`config.mk`:
```
export PLATFORM = sky130hd
export DESIGN_NAME = pla_array
export DESIGN_NICKNAME = d
export VERILOG_FILES = /design/src/rtl/pla_pkg.sv /design/src/rtl/pla_cfg_regs.sv /design/src/rtl/pla_and_plane.sv /design/src/rtl/pla_or_plane.sv /design/src/rtl/pla_out_stage.sv /design/src/rtl/pla_array.sv
export SDC_FILE = /design/constraint.sdc
export NUM_CORES = 1
export LEC_CHECK = 0
export ABC_AREA = 1
export BUFFER_PORTS_ARGS = -buffer_cell sky130_fd_sc_hd__buf_2
export CAP_MARGIN = 10
export CORE_AREA = 4 4 61 105
export CTS_BUF_LIST = sky130_fd_sc_hd__clkbuf_8
export DETAILED_ROUTE_END_ITERATION = 12
export DIE_AREA = 0 0 65 109
export SYNTH_ARGS = -nofsm -noshare
export SYNTH_HDL_FRONTEND = slang
export SYNTH_SLANG_ARGS = --single-unit
```
`constraint.sdc`:
```
create_clock -name clk -period 4.3 [get_ports clk]
set_input_delay 0.215 -clock clk [delete_from_list [all_inputs] [get_ports clk]]
set_output_delay 0.215 -clock clk [all_outputs]
set_load 0.01 [all_outputs]
```
`src/rtl/pla_pkg.sv`:
```
package pla_pkg;

  typedef enum logic [1:0] {
    LIT_OPEN = 2'd0,
    LIT_TRUE = 2'd1,
    LIT_COMP = 2'd2,
    LIT_KILL = 2'd3
  } lit_e;

  function automatic int max3(input int a, input int b, input int c);
    int r;
    r = a;
    if (b > r) r = b;
    if (c > r) r = c;
    return r;
  endfunction

endpackage

```
`src/rtl/pla_cfg_regs.sv`:
```
module pla_cfg_regs #(
  parameter int N_IN   = 3,
  parameter int N_TERM = 4,
  parameter int N_OUT  = 2,
  parameter int ADDR_W = 3,
  parameter int DATA_W = 7
) (
  input  logic                                 clk,
  input  logic                                 rst_n,
  input  logic                                 cfg_we,
  input  logic [ADDR_W-1:0]                    cfg_addr,
  input  logic [DATA_W-1:0]                    cfg_wdata,
  output logic [N_TERM-1:0][2*N_IN:0]          and_cfg,
  output logic [N_OUT-1:0][N_TERM-1:0]         or_cfg,
  output logic [2*N_OUT-1:0]                   ctl_cfg
);

  localparam int AND_W    = 2 * N_IN + 1;
  localparam int CTL_W    = 2 * N_OUT;
  localparam int CTL_ADDR = N_TERM + N_OUT;

  // product rows
  for (genvar p = 0; p < N_TERM; p++) begin : g_and_row
    logic             row_en;
    logic [AND_W-1:0] row_d;

    always_comb begin
      row_en = cfg_we && (cfg_addr == ADDR_W'(p));
      row_d  = cfg_wdata[AND_W-1:0];
    end

    always_ff @(posedge clk or negedge rst_n) begin
      if (!rst_n) begin
        and_cfg[p] <= '0;
      end else if (row_en) begin
        and_cfg[p] <= row_d;
      end
    end
  end

  // sum rows
  for (genvar m = 0; m < N_OUT; m++) begin : g_or_row
    logic              row_en;
    logic [N_TERM-1:0] row_d;

    always_comb begin
      row_en = cfg_we && (cfg_addr == ADDR_W'(N_TERM + m));
      row_d  = cfg_wdata[N_TERM-1:0];
    end

    always_ff @(posedge clk or negedge rst_n) begin
      if (!rst_n) begin
        or_cfg[m] <= '0;
      end else if (row_en) begin
        or_cfg[m] <= row_d;
      end
    end
  end

  // control word: polarity and register select
  logic             ctl_en;
  logic [CTL_W-1:0] ctl_d;

  always_comb begin
    ctl_en = cfg_we && (cfg_addr == ADDR_W'(CTL_ADDR));
    ctl_d  = cfg_wdata[CTL_W-1:0];
  end

  always_ff @(posedge clk or negedge rst_n) begin
    if (!rst_n) begin
      ctl_cfg <= '0;
    end else if (ctl_en) begin
      ctl_cfg <= ctl_d;
    end
  end

endmodule

```
`src/rtl/pla_and_plane.sv`:
```
module pla_and_plane
  import pla_pkg::*;
#(
  parameter int N_IN   = 3,
  parameter int N_TERM = 4
) (
  input  logic [N_IN-1:0]               in_vec,
  input  logic [N_TERM-1:0][2*N_IN:0]   and_cfg,
  output logic [N_TERM-1:0]             term_vec
);

  localparam int EN_BIT = 2 * N_IN;

  for (genvar p = 0; p < N_TERM; p++) begin : g_term
    logic hit;
    logic used;

    always_comb begin
      hit  = and_cfg[p][EN_BIT];
      used = 1'b0;
      for (int i = 0; i < N_IN; i++) begin
        unique case (lit_e'(and_cfg[p][2*i +: 2]))
          LIT_OPEN: ;
          LIT_TRUE: begin used = 1'b1; hit = hit & in_vec[i];  end
          LIT_COMP: begin used = 1'b1; hit = hit & ~in_vec[i]; end
          LIT_KILL: begin used = 1'b1; hit = 1'b0;             end
        endcase
      end
      term_vec[p] = hit & used;
    end
  end

endmodule

```
`src/rtl/pla_or_plane.sv`:
```
module pla_or_plane #(
  parameter int N_TERM = 4,
  parameter int N_OUT  = 2
) (
  input  logic [N_TERM-1:0]             term_vec,
  input  logic [N_OUT-1:0][N_TERM-1:0]  or_cfg,
  input  logic [N_OUT-1:0]              pol,
  output logic [N_OUT-1:0]              sum_vec,
  output logic [N_OUT-1:0]              comb_vec
);

  for (genvar m = 0; m < N_OUT; m++) begin : g_sum
    always_comb begin
      sum_vec[m]  = |(term_vec & or_cfg[m]);
      comb_vec[m] = sum_vec[m] ^ pol[m];
    end
  end

endmodule

```
`src/rtl/pla_out_stage.sv`:
```
module pla_out_stage #(
  parameter int N_OUT = 2
) (
  input  logic             clk,
  input  logic             rst_n,
  input  logic [N_OUT-1:0] comb_vec,
  input  logic [N_OUT-1:0] reg_sel,
  output logic [N_OUT-1:0] out_vec
);

  logic [N_OUT-1:0] q_nxt;
  logic [N_OUT-1:0] q_r;

  always_comb begin
    q_nxt = comb_vec;
  end

  always_ff @(posedge clk or negedge rst_n) begin
    if (!rst_n) begin
      q_r <= '0;
    end else begin
      q_r <= q_nxt;
    end
  end

  for (genvar m = 0; m < N_OUT; m++) begin : g_sel
    always_comb begin
      out_vec[m] = reg_sel[m] ? q_r[m] : comb_vec[m];
    end
  end

endmodule

```
`src/rtl/pla_array.sv`:
```
module pla_array
  import pla_pkg::*;
#(
  parameter int N_IN   = 3,
  parameter int N_TERM = 4,
  parameter int N_OUT  = 2,
  localparam int ADDR_W = $clog2(N_TERM + N_OUT + 1),
  localparam int DATA_W = max3(2 * N_IN + 1, N_TERM, 2 * N_OUT)
) (
  input  logic              clk,
  input  logic              rst_n,
  input  logic              cfg_we,
  input  logic [ADDR_W-1:0] cfg_addr,
  input  logic [DATA_W-1:0] cfg_wdata,
  input  logic [N_IN-1:0]   in_vec,
  output logic [N_OUT-1:0]  out_vec
);

  logic [N_TERM-1:0][2*N_IN:0]  and_cfg;
  logic [N_OUT-1:0][N_TERM-1:0] or_cfg;
  logic [2*N_OUT-1:0]           ctl_cfg;
  logic [N_OUT-1:0]             pol;
  logic [N_OUT-1:0]             reg_sel;
  logic [N_TERM-1:0]            term_vec;
  logic [N_OUT-1:0]             sum_vec;
  logic [N_OUT-1:0]             comb_vec;

  always_comb begin
    pol     = ctl_cfg[N_OUT-1:0];
    reg_sel = ctl_cfg[2*N_OUT-1:N_OUT];
  end

  pla_cfg_regs #(
    .N_IN(N_IN), .N_TERM(N_TERM), .N_OUT(N_OUT),
    .ADDR_W(ADDR_W), .DATA_W(DATA_W)
  ) u_cfg (
    .clk(clk), .rst_n(rst_n),
    .cfg_we(cfg_we), .cfg_addr(cfg_addr), .cfg_wdata(cfg_wdata),
    .and_cfg(and_cfg), .or_cfg(or_cfg), .ctl_cfg(ctl_cfg)
  );

  pla_and_plane #(.N_IN(N_IN), .N_TERM(N_TERM)) u_and (
    .in_vec(in_vec), .and_cfg(and_cfg), .term_vec(term_vec)
  );

  pla_or_plane #(.N_TERM(N_TERM), .N_OUT(N_OUT)) u_or (
    .term_vec(term_vec), .or_cfg(or_cfg), .pol(pol),
    .sum_vec(sum_vec), .comb_vec(comb_vec)
  );

  pla_out_stage #(.N_OUT(N_OUT)) u_out (
    .clk(clk), .rst_n(rst_n), .comb_vec(comb_vec),
    .reg_sel(reg_sel), .out_vec(out_vec)
  );

endmodule

```
==> metrics.yaml <==
status: "finished clean"
cts_root_buf: "clkbuf_8"
post-cts-setup-buffers: 0
skew_ns: 0.00981
slew_viol_final: 0
fmax_mhz: 465
num-fill-cells: 567
grt_start_max_net_pins: 43
top_level_ports: 18
hold_viol: 0
via_per_inst: 4.63
setup_viol: 0
antenna_found_initial: 0
tritoncts: "built"
hold_path_class: "in2async"
maxCapViolCount: 0
cp_max_fo: 3
grt_first_pass_wirelength_um: 8870
die_w_um: 65
yosysTopAreaCell: "dfrtp_1"
p_per_area_nw_per_um2: 451
track_usage_pct: 16.6
drt_wl_total_um: 5110
path_clk_slew_ns: 0.08
pre_cts_ws_ns: 2.49
die_y_um: 109
cts.sinks: 42
seq_power_share_pct: 42.3
startpoint: "u_cfg.and_cfg[4]"
syn_area_um2: 2430
yosys_warnings: 0
insertedDiodeCount: 0
drc: 0
yosysMostFrequentCell: "nand2_1"
fin_setup_tns_ns: 0
async_reset_ff_share_pct: 100
wl_per_cell_um: 12.7
synth_top_cell_area_share_pct: 43.3
holdBufCountCts: 0
ant_nets: 0
reg2reg_setup_slack_ns: 2.77
initial_core_util_pct: 43.9
yosysSeqAreaShare_pct: 43.3
grt_pass1_vias: 1871
rows: 36
vias: 1866
pwr-share-clk_pct: 31.0
worst_pin_slew_ns: 0.971
worst_ep_arrival_time_ns: 1.93
ys_seq_elements: 42
finalCritPeriodShare_pct: 50.0
cts_resized: 0
p_leak_nw: 1.46
ys_types: 16
dpl.hpwl_um: 3890
p_comb_share_pct: 26.7
synthTopCellsByArea: "dfrtp_1 (43%), nand2_1 (14%), ha_1 (13%), o21ai_0 (8.2%), inv_1 (8.0%)"
synth_area_per_cell_um2: 7.89
overflow: 0
p_int_mw: 0.839
synth_edf_count: 0
r2r_start: "u_cfg.and_cfg[4]"
synth_fp_nets: 350
start_kind: "flip-flop"
initialDrtViolationCount: 92
p_switching_mw: 0.384
drive_gt1_share_pct: 11.6
gp_congestion: 0.805
synthCells: 308
io_buffers: 17
core_um2: 5540
worst_slack_ns: 2.15
syn_to_final_growth_pct: 11.5
worstSetupEndpointType: "primary output"
p_sw_share_pct: 31.4
slew_headroom_pct: 35.3
clockBufferDepth: 2
cp.required_ns: 4.09
synth_top_cells_by_count: "nand2_1 (90), inv_1 (52), dfrtp_1 (42)"
crit_type: "reg2out"
min_period_ns: 2.15
dieArea_um2: 7090
insertion_delay_ns: 0.30
synthFlopType: "dfrtp_1"
drt-pass1-iter-count: 4
cts_buffers: 5
ir_drop_uv: 223
layout.nets: 368
grt_setup_unrepaired: "false"
htree_num_levels: 2
[state kept, by name (all words and copies together), names as in the netlist]
register,cells
u_cfg.and_cfg,28
u_cfg.ctl_cfg,4
u_cfg.or_cfg,8
u_out.q_r,2
[power by group through the flow]
stage / registers, mW / logic, mW / clock network [mW]
floorplan: 0.513 / 0.255 / 0
global placement: 0.524 / 0.321 / 0
detailed placement: 0.526 / 0.332 / 0
CTS: 0.518 / 0.334 / 0.388
global route: 0.528 / 0.393 / 0.403
finish: 0.518 / 0.326 / 0.379
[metal layers]
layer	wire length, um	track usage [%]
met1	2140	19.8
met2	2650	28.9
met3	166	2.06
met4	160	8.47
met5	0	0
[kinds of logic (layout without fill, tap and decap cells)]
group	after synthesis	in the layout	synth area share, %
flip-flops	42	42	43.3
adder cells (fa/ha/maj)	26	26	13.4
AND/OR/NAND/NOR	125	125	21.1
AO/OA/AOI/OAI	53	53	12.1
buffers and inverters	62	81	10.2
[layout make-up]
class / count / area [um2] / share of cell area [%]
clock buffer: 5 / 68.8 / 2.54
clock inverter: 3 / 68.8 / 2.54
inverter: 56 / 210 / 7.76
multi-input combinational: 204 / 1130 / 41.7
sequential: 42 / 1050 / 38.8
tap: 76 / 95.1 / 3.51
timing repair buffer: 17 / 85.1 / 3.14
[metrics by stage]
step	std cells	power [mW]	util [%]	area [um2]	hold slack, ns
floorplan	308	0.769	-	2430	-0.0806
global placement	395	0.845	46.4	2570	0.419
detailed placement	395	0.858	46.4	2570	0.424
CTS	403	1.24	48.9	2710	0.100
global route	403	1.32	48.9	2710	0.131
finish	403	1.22	48.9	2710	0.0549
[placed cells by master (no fill, tap or decap), types with 3 or more instances in the layout]
master | synthesis | routed
o21ai_0 | 40 | 40
buf_2 | 0 | 17
nand3_1 | 16 | 16
nor2_1 | 13 | 13
o21bai_1 | 7 | 7
nand2_1 | 90 | 90
inv_1 | 52 | 52
nand2_2 | 4 | 4
dfrtp_1 | 42 | 42
clkbuf_8 | 0 | 5
ha_1 | 26 | 26
a21oi_2 | 3 | 3
inv_2 | 4 | 4
[critical path, cell delays in order (launching register included)]
cell	delay, ns
dfrtp_1	0.39
inv_1	0.11
ha_1	0.18
inv_1	0.05
nand2_1	0.06
nand3_1	0.06
a21oi_1	0.19
nand3_1	0.13
nand2_1	0.10
nor2_1	0.04
nand2_1	0.06
nand2_2	0.06
nand2_2	0.06
nand2_2	0.03
buf_2	0.12
[worst paths after layout]
path / end / cells after the start
max in group asynchronous: u_cfg.and_cfg[10] / 1
max: out_vec[1] / 14
min in group clk: u_cfg.and_cfg[4] / 3
min: u_cfg.and_cfg[1] / 1
min reg2reg: u_cfg.and_cfg[16] / 2
max reg2reg: u_out.q_r[1] / 11
Note: power is estimated with default switching activity, not from simulation.
